## src/rtl/irq_tier_pkg.sv

```systemverilog
package irq_tier_pkg;
  localparam int DATA_W = 8;
  localparam int ADDR_W = 3;
  localparam logic [ADDR_W-1:0] ADDR_FLAG_A = 3'd0;
  localparam logic [ADDR_W-1:0] ADDR_EN_A   = 3'd1;
  localparam logic [ADDR_W-1:0] ADDR_FLAG_B = 3'd2;
  localparam logic [ADDR_W-1:0] ADDR_EN_B   = 3'd3;
  localparam logic [ADDR_W-1:0] ADDR_PP     = 3'd4;

  // control-to-datapath strobes
  typedef struct packed {
    logic              wrEnA;
    logic              wrEnB;
    logic              wrPp;
    logic [DATA_W-1:0] clrA;
    logic [3:0]        clrB;
    logic              clrPp;
    logic [DATA_W-1:0] wdata;
  } strobe_t;
endpackage

```

## src/rtl/irq_tier_ctrl.sv

```systemverilog
module irq_tier_ctrl
  import irq_tier_pkg::*;
(
  input  logic              regWrEn,
  input  logic [ADDR_W-1:0] regAddr,
  input  logic [DATA_W-1:0] regWrData,
  output strobe_t           strb
);
  always_comb begin
    strb       = '0;
    strb.wdata = regWrData;
    if (regWrEn) begin
      unique case (regAddr)
        ADDR_FLAG_A: strb.clrA  = regWrData;
        ADDR_EN_A:   strb.wrEnA = 1'b1;
        ADDR_FLAG_B: strb.clrB  = regWrData[7:4];
        ADDR_EN_B:   strb.wrEnB = 1'b1;
        ADDR_PP: begin
          strb.wrPp  = 1'b1;
          strb.clrPp = regWrData[7];
        end
        default: ;
      endcase
    end
  end
endmodule

```

## src/rtl/irq_tier_dp.sv

```systemverilog
module irq_tier_dp
  import irq_tier_pkg::*;
#(
  parameter int NUM_OC = 5,
  parameter int NUM_IC = 4,
  parameter int CNT_W  = 8
) (
  input  logic              clk,
  input  logic              rstN,
  input  strobe_t           strb,
  input  logic [NUM_OC-1:0] ocEv,
  input  logic [NUM_IC-1:0] icEv,
  input  logic              ic4Sel,
  input  logic              tofEv,
  input  logic              rtiEv,
  input  logic              paEv,
  input  logic              ppEv,
  output logic [DATA_W-1:0] flagA,
  output logic [DATA_W-1:0] enA,
  output logic [3:0]        flagB,
  output logic [3:0]        enB,
  output logic              ppFlag,
  output logic              ppEn
);
  localparam int SHARED = DATA_W - NUM_OC;
  localparam logic [CNT_W-1:0] CNT_MAX = '1;

  logic [DATA_W-1:0] setA;
  logic [3:0]        setB;
  logic [CNT_W-1:0]  paCnt;
  logic              paOvf;

  always_comb begin
    setA = '0;
    for (int i = 0; i < NUM_OC - 1; i++) setA[DATA_W-1-i] = ocEv[i];
    for (int i = 0; i < NUM_IC - 1; i++) setA[SHARED-1-i] = icEv[i];
    setA[SHARED] = ic4Sel ? icEv[NUM_IC-1] : ocEv[NUM_OC-1];
  end

  assign paOvf = paEv && (paCnt == CNT_MAX);
  assign setB  = {tofEv, rtiEv, paOvf, paEv};

  always_ff @(posedge clk or negedge rstN) begin
    if (!rstN) begin
      flagA  <= '0;
      enA    <= '0;
      flagB  <= '0;
      enB    <= '0;
      ppFlag <= 1'b0;
      ppEn   <= 1'b0;
      paCnt  <= '0;
    end else begin
      flagA  <= (flagA & ~strb.clrA) | setA;
      flagB  <= (flagB & ~strb.clrB) | setB;
      ppFlag <= (ppFlag & ~strb.clrPp) | ppEv;
      if (strb.wrEnA) enA <= strb.wdata;
      if (strb.wrEnB) enB <= strb.wdata[7:4];
      if (strb.wrPp)  ppEn <= strb.wdata[6];
      if (paEv)       paCnt <= paCnt + 1'b1;
    end
  end

  assert_clear_a_R6: assert property (@(posedge clk) disable iff (!rstN)
    1'b1 |=> ((flagA & $past(strb.clrA & ~setA)) == '0));
  assert_clear_b_R6: assert property (@(posedge clk) disable iff (!rstN)
    1'b1 |=> ((flagB & $past(strb.clrB & ~setB)) == '0));
  assert_hold_a_R6: assert property (@(posedge clk) disable iff (!rstN)
    1'b1 |=> (($past(flagA & ~strb.clrA) & ~flagA) == '0));
  assert_set_wins_R9: assert property (@(posedge clk) disable iff (!rstN)
    1'b1 |=> (($past(setA) & ~flagA) == '0 && ($past(setB) & ~flagB) == '0));
  assert_pulse_ovf_R8: assert property (@(posedge clk) disable iff (!rstN)
    (paEv && paCnt == CNT_MAX) |=> (flagB[1] && paCnt == '0));
endmodule

```

## src/rtl/irq_tier_unit.sv

```systemverilog
module irq_tier_unit
  import irq_tier_pkg::*;
(
  input  logic              clk,
  input  logic              rstN,
  input  logic              regWrEn,
  input  logic [ADDR_W-1:0] regAddr,
  input  logic [DATA_W-1:0] regWrData,
  input  logic              xMask,
  input  logic              iMask,
  input  logic              illopEv,
  input  logic              copFail,
  input  logic              clkFail,
  input  logic              swiReq,
  input  logic              xirqPin,
  input  logic              irqPin,
  input  logic [4:0]        ocEv,
  input  logic [3:0]        icEv,
  input  logic              ic4Sel,
  input  logic              tofEv,
  input  logic              rtiEv,
  input  logic              paEv,
  input  logic              ppEv,
  output logic              reqIllop,
  output logic              reqCop,
  output logic              reqClkMon,
  output logic              reqSwi,
  output logic              reqXirq,
  output logic              reqIrq,
  output logic [7:0]        reqTmrA,
  output logic [3:0]        reqTmrB
);
  strobe_t           strb;
  logic [DATA_W-1:0] flagA, enA;
  logic [3:0]        flagB, enB;
  logic              ppFlag, ppEn;

  irq_tier_ctrl u_ctrl (
    .regWrEn(regWrEn), .regAddr(regAddr), .regWrData(regWrData), .strb(strb)
  );

  irq_tier_dp #(.NUM_OC(5), .NUM_IC(4), .CNT_W(8)) u_dp (
    .clk(clk), .rstN(rstN), .strb(strb), .ocEv(ocEv), .icEv(icEv),
    .ic4Sel(ic4Sel), .tofEv(tofEv), .rtiEv(rtiEv), .paEv(paEv), .ppEv(ppEv),
    .flagA(flagA), .enA(enA), .flagB(flagB), .enB(enB),
    .ppFlag(ppFlag), .ppEn(ppEn)
  );

  // tier 0: no mask
  assign reqIllop  = illopEv;
  assign reqCop    = copFail;
  assign reqClkMon = clkFail;
  assign reqSwi    = swiReq;
  // tier 1: X gate
  assign reqXirq   = xirqPin & ~xMask;
  // tier 2: I gate
  assign reqIrq    = (irqPin | (ppFlag & ppEn)) & ~iMask;
  assign reqTmrA   = flagA & enA & {DATA_W{~iMask}};
  assign reqTmrB   = flagB & enB & {4{~iMask}};

  assert_xgate_R2: assert property (@(posedge clk) disable iff (!rstN)
    xMask |-> !reqXirq);
  assert_igate_R3: assert property (@(posedge clk) disable iff (!rstN)
    iMask |-> (!reqIrq && reqTmrA == '0 && reqTmrB == '0));
  assert_reset_R10: assert property (@(posedge clk)
    $rose(rstN) |-> (reqTmrA == '0 && reqTmrB == '0));
endmodule

```

## config.mk

```make
export PLATFORM = sky130hd
export DESIGN_NAME = irq_tier_unit
export DESIGN_NICKNAME = d
export VERILOG_FILES = /design/src/rtl/irq_tier_pkg.sv /design/src/rtl/irq_tier_ctrl.sv /design/src/rtl/irq_tier_dp.sv /design/src/rtl/irq_tier_unit.sv
export SDC_FILE = /design/constraint.sdc
export NUM_CORES = 1
export LEC_CHECK = 0
export BUFFER_PORTS_ARGS = -buffer_cell sky130_fd_sc_hd__buf_2
export CORE_ASPECT_RATIO = 0.9
export CORE_MARGIN = 3
export CORE_UTILIZATION = 50
export CTS_BUF_LIST = sky130_fd_sc_hd__clkbuf_4 sky130_fd_sc_hd__clkbuf_8
export DETAILED_ROUTE_END_ITERATION = 8
export HOLD_SLACK_MARGIN = 0.05
export PLACE_DENSITY = 0.9
export SETUP_SLACK_MARGIN = 0.3
export SLEW_MARGIN = 20
export SYNTH_ARGS = -nofsm -noshare
export SYNTH_HDL_FRONTEND = slang
export SYNTH_SLANG_ARGS = --single-unit
export TNS_END_PERCENT = 20
```

## constraint.sdc

```tcl
create_clock -name clk -period 1.3 [get_ports clk]
set_input_delay 0.065 -clock clk [delete_from_list [all_inputs] [get_ports clk]]
set_output_delay 0.065 -clock clk [all_outputs]
set_load 0.05 [all_outputs]
```

**Word-level counts from Yosys, hierarchy flattened**

Cells that the tools add are included.

- Output and inout bits: 18
- Bits in registers: 34
- Input bits: 36
- Logic and storage cells: 42

- Equality and inequality tests: 5
- Reduce and logical (&&, ||, !) cells: 2
- Add/subtract/negate cells: 1
- Multiplexer cells: 8
- Bitwise gates (word level): 19

Operators with widths:

| cell | count |
|---|---|
| 8-bit AND | 3 |
| 16-bit two-way mux | 1 |
| 4-bit AND | 3 |
| 8-bit by 1-bit adder with 8-bit output, second input constant | 1 |
| 8-bit == test, second input constant | 1 |
| 8-bit two-way mux | 1 |
| 8-bit inverter | 1 |
| 8-bit bitwise OR | 1 |
| 3-bit by 2-bit == test with 1-bit output, second input constant | 2 |
| 1-bit two-way mux | 5 |
| 1-bit AND | 4 |
| 4-bit two-way mux | 1 |
| 4-bit inverter | 1 |
| 4-bit bitwise OR | 1 |
| 3-bit by 1-bit == test with 1-bit output, second input constant | 1 |
| 3-bit == test, second input constant | 1 |
| 3-bit logical NOT | 1 |
| 1-bit inverter | 3 |
| 1-bit bitwise OR | 2 |
| 1-bit logical AND | 1 |

**Longest topological paths before layout**

- Depth in word-level cells: 6
- Depth in mapped cells: 4
- Gate-level depth less buffers: 4

**Modules after synthesis**

From an unflattened synthesis, not the netlist that was laid out.

- Cells, all modules: 158
- Area total of the unflattened synthesis: 1655.3 um^2

By module, submodules not included:

| module | area each (um^2) | cells an instance | instances |
|---|---|---|---|
| irq_tier_dp | 1293.7 | 94 | 1 |
| irq_tier_ctrl | 215.2 | 32 | 1 |
| irq_tier_unit | 146.4 | 32 | 1 |

**Worst setup path after synthesis**

Ideal clock, no wire load.

- Path type: flip-flop to flip-flop
- Start: register u_dp.paCnt[0]
- End: register u_dp.flagB[1]
- Path slack: 0.159 ns
- Clock period less this slack: 1.141 ns
- Cell stages (with the launch flop): 4
- Arrival: 1.019 ns
- Library setup time: 0.122 ns
- Data required time: 1.178 ns
- Path buffers: 0
- Path through: dfrtp_1 > ha_1 > and3_1 > a32o_1

- Word-level cells in the longest chain between the ends: 3

RTL lines:

| what | line | text |
|---|---|---|
| start: declaration | irq_tier_dp.sv:30 | `logic [CNT_W-1:0] paCnt;` |
| start signal: assignment | irq_tier_dp.sv:59 | `if (paEv) paCnt <= paCnt + 1'b1;` |
| 8-bit == test | irq_tier_dp.sv:40 | `assign paOvf = paEv && (paCnt == CNT_MAX);` |
| 1-bit logical AND | irq_tier_dp.sv:40 |  |
| 4-bit bitwise OR | irq_tier_dp.sv:54 | `flagB <= (flagB & ~strb.clrB) \| setB;` |
| end signal: assignment | irq_tier_dp.sv:54 |  |
| end: declaration | irq_tier_dp.sv:20 | `output logic [3:0] flagB,` |

Every way passes these cells.
A chain may end at the register's enable or synchronous reset.

**Final worst setup path**

- Start: register u_dp.flagA[2]
- End: output port reqTmrA[2]

- Word-level cells in the longest chain between the ends: 2

RTL lines:

| what | line | text |
|---|---|---|
| start: declaration | irq_tier_dp.sv:18 | `output logic [DATA_W-1:0] flagA,` |
| start signal: assignment | irq_tier_dp.sv:53 | `flagA <= (flagA & ~strb.clrA) \| setA;` |
| 8-bit AND (2 in a row) | irq_tier_unit.sv:58 | `assign reqTmrA = flagA & enA & {DATA_W{~iMask}};` |
| end: declaration | irq_tier_unit.sv:30 | `output logic [7:0] reqTmrA,` |

Every way passes these cells.

==> metrics.md <==
| Metric | Value |
|---|---|
| Initial antenna violation count | `0` |
| Worst Path Required | `1.24 ns` |
| Largest net degree at the start of global routing | `35` |
| Power Density | `1290 nW/um^2` |
| Worst-path clk slew | `0.10 ns` |
| CP max FO | `2` |
| DP HPWL | `2250 um` |
| R2R depth | `3` |
| First-pass GRT wire length | `6070 um` |
| Final-layout fill cell count | `167` |
| Mapped Nets | `159` |
| Combinational Power Share | `0.288` |
| Final hold slack | `0.0866 ns` |
| ANT cells | `0` |
| Routed wire length | `3610 um` |
| Switching power | `0.901 mW` |
| Fin crit share | `0.902` |
| H-tree depth | `2` |
| DIE AREA | `3720 um^2` |
| TNS Setup | `0 ns` |
| Final Core Density | `0.770` |
| Seq/Total Area, Yosys | `0.563` |
| CTS buffer count | `5` |
| Slew @ Worst Pin | `0.416 ns` |
| Synth top cells by count | `dfrtp_1 (34), nand2_1 (18), mux2_2 (14), a21o_1 (11), and3b_1 (10)` |
| Predominant post-synthesis flop cell | `dfrtp_1` |
| # nets final | `235` |
| Worst r2r dst | `u_dp.flagB[1]` |
| Most common cell in the synthesized netlist | `dfrtp_1` |
| RR Startpoint | `u_dp.paCnt[0]` |
| Skew-Pair Late Insertion Delay | `0.34 ns` |
| Placed Cells | `204` |
| Reg power frac | `0.506` |
| Tot Pwr | `2.80 mW` |
| I/O pin count | `54` |
| I/O Buffers | `45` |
| Post-synthesis register bit count | `34` |
| Clock network power share | `0.206` |
| Avg Vias per Cell | `5.09` |
| Sw Share | `0.322` |
| Core area | `2820 um^2` |
| Cell count after synthesis | `122` |
| RSZ-0062 raised after global routing | `true` |
| Area share of the largest cell type after synthesis | `0.563` |
| # DRC | `0` |
| MaxCap Viol Count | `0` |
| Total GRT Usage | `0.218` |
| First-pass detailed-route iteration total | `4` |
| Worst Path Arrival | `1.11 ns` |
| Async set-reset flop share out of synthesis | `1.00` |
| Max-slew headroom | `0.723` |
| Die width | `63.9 um` |
| Drt initial violations | `40` |
| Lkg Pwr | `0.989 nW` |
| Post-Syn Area | `1510 um^2` |
| Post-Syn Area per Cell | `12.4 um^2` |
| Row count | `18` |
| CTS Sinks | `34` |
| Antenna Nets Post-Route | `0` |
| CTS tree | `yes` |
| Final slew viol count | `0` |
| Count of different cell masters after synthesis | `23` |
| Final setup fails | `0` |
| Hold Path Class | `in -> reg` |
| Hold Crit Endpoint | `u_dp.ppFlag` |
| CP endpoint kind | `output port` |
| Setup Skew | `0.0101 ns` |
| Post-synth EDFFs | `0` |
| YS warnings | `0` |
| Period minus WS final | `1.17 ns` |
| Crit path kind | `reg -> out` |
| Reg2Reg Setup Slack | `0.14 ns` |
| Post-DR wirelength/cell | `15.2 um` |
| Total gr overflow | `0` |
| Hold path startpoint | `regWrEn` |
| Layout area overhead | `43.5%` |
| Share of layout cells above drive strength 1 | `0.409` |
| Routability cong. | `0.758` |
| Post-Layout Cell Count | `238` |
| Maximum clock insertion buffer count | `2` |
| Max VDD drop | `0.000965 V` |
| Startpoint Class | `flop` |
| Die height | `58.1 um` |
| Hold path depth | `3` |
| Status | `finished clean` |
| Dominant cells by area after synthesis | `dfrtp_1 (56%), mux2_2 (10%), and3b_1 (5.8%), a21o_1 (5.5%), nand2_1 (4.5%)` |
| Internal cell power | `1.90 mW` |
| Root Buffer | `clkbuf_4` |
| Hold Vio Cnt, Final | `0` |
| Area leader, netlist | `dfrtp_1` |
| Initial Util | `0.536` |
| Vias in the first global route | `1339` |
| Detailed-route via count | `1211` |
| Achievable frequency | `853 MHz` |
layout make-up:
| cell class | count | area (um^2) | area share |
|---|---|---|---|
| flip-flops and latches | 34 | 851 | 0.393 |
| multi-input cells | 82 | 643 | 0.297 |
| repair buffers | 75 | 571 | 0.263 |
| clock buffers | 7 | 52.6 | 0.0242 |
| well taps | 40 | 50.0 | 0.0231 |
layer usage:
layer	part of all wire	track usage
met1	0.42	0.245
met2	0.51	0.380
met3	0.050	0.0620
met4	0.025	0.108
met5	0	0
repair_timing:
action | 4_1_cts | 5_1_grt
resized for setup | 17 | 7
pin swaps | 1 | 3
hold buffers | 23 | 0
setup buffers | 2 | 2
endpoints found under the setup margin | 18 | 19
endpoints found under the hold margin | 62 | 0
cells in the final DEF (no fill, tap or decap), drive strengths merged:
master,Yosys,final
buf,5,52
ha,1,1
mux2,14,14
dlygate4sd3,0,23
a21oi,1,1
and3b,10,10
xnor2,4,4
clkbuf,1,7
nor4b,1,1
and3,2,2
and4bb,1,1
dfrtp,34,34
nand2,18,18
nand4,3,3
nor2b,2,2
xor2,3,3
nor3,1,1
nand4b,1,1
a21o,11,11
nor2,6,6
a32o,1,1
a221o,1,1
nor4bb,1,1
kinds of logic (layout without fill, tap and decap cells):
| family | count (synthesis) | count (layout) | share of synthesized area |
|---|---|---|---|
| and+or+nand+nor | 46 | 46 | 0.186 |
| AOI/OAI and AO/OA | 14 | 14 | 0.0712 |
| adders and majority gates | 1 | 1 | 0.00828 |
| DFF | 34 | 34 | 0.563 |
| xor gates and xnor gates | 7 | 7 | 0.0406 |
| muxes | 14 | 14 | 0.104 |
| buffers and inverters | 6 | 82 | 0.0257 |
power groups by stage:
stage                     registers [mW]  logic (mW)  clock network [mW]
after floorplan                     1.39       0.534                   0
final                               1.42       0.807               0.575
after CTS                           1.41       0.783               0.600
after global routing                1.44       0.876               0.641
after global placement              1.42       0.654                   0
after detailed placement            1.43       0.685                   0
state kept, by name, summed over array words and instances, names as in the netlist:
signal and flops:
u_dp.enA 8, u_dp.enB 4, u_dp.flagA 8, u_dp.flagB 4
u_dp.paCnt 8, u_dp.ppEn 1, u_dp.ppFlag 1
per-stage QoR:
step / worst slack, ns / instance area (um^2)
after detailed placement: 0.110 / 1790
after CTS: 0.121 / 2130
after global routing: 0.0906 / 2170
final: 0.128 / 2170
after floorplan: 0.212 / 1520
after global placement: 0.157 / 1790
worst max path at each step:
stage / start / end / slack (ns) / depth (start not counted)
after detailed placement: regAddr[1] / u_dp.enA[5] / 0.11 / 4
after global placement: regAddr[1] / u_dp.enA[0] / 0.16 / 4
final: u_dp.flagA[2] / reqTmrA[2] / 0.13 / 2
after CTS: u_dp.ppFlag / reqIrq / 0.12 / 3
after floorplan: u_dp.paCnt[0] / u_dp.flagB[1] / 0.21 / 3
after global routing: u_dp.ppEn / reqIrq / 0.09 / 3
critical path, stage by stage, from the launching register on:
cell and delay (ns):
dfrtp_1 0.40, and3b_1 0.21, buf_6 0.16
Power figures use the tool's default switching activity.
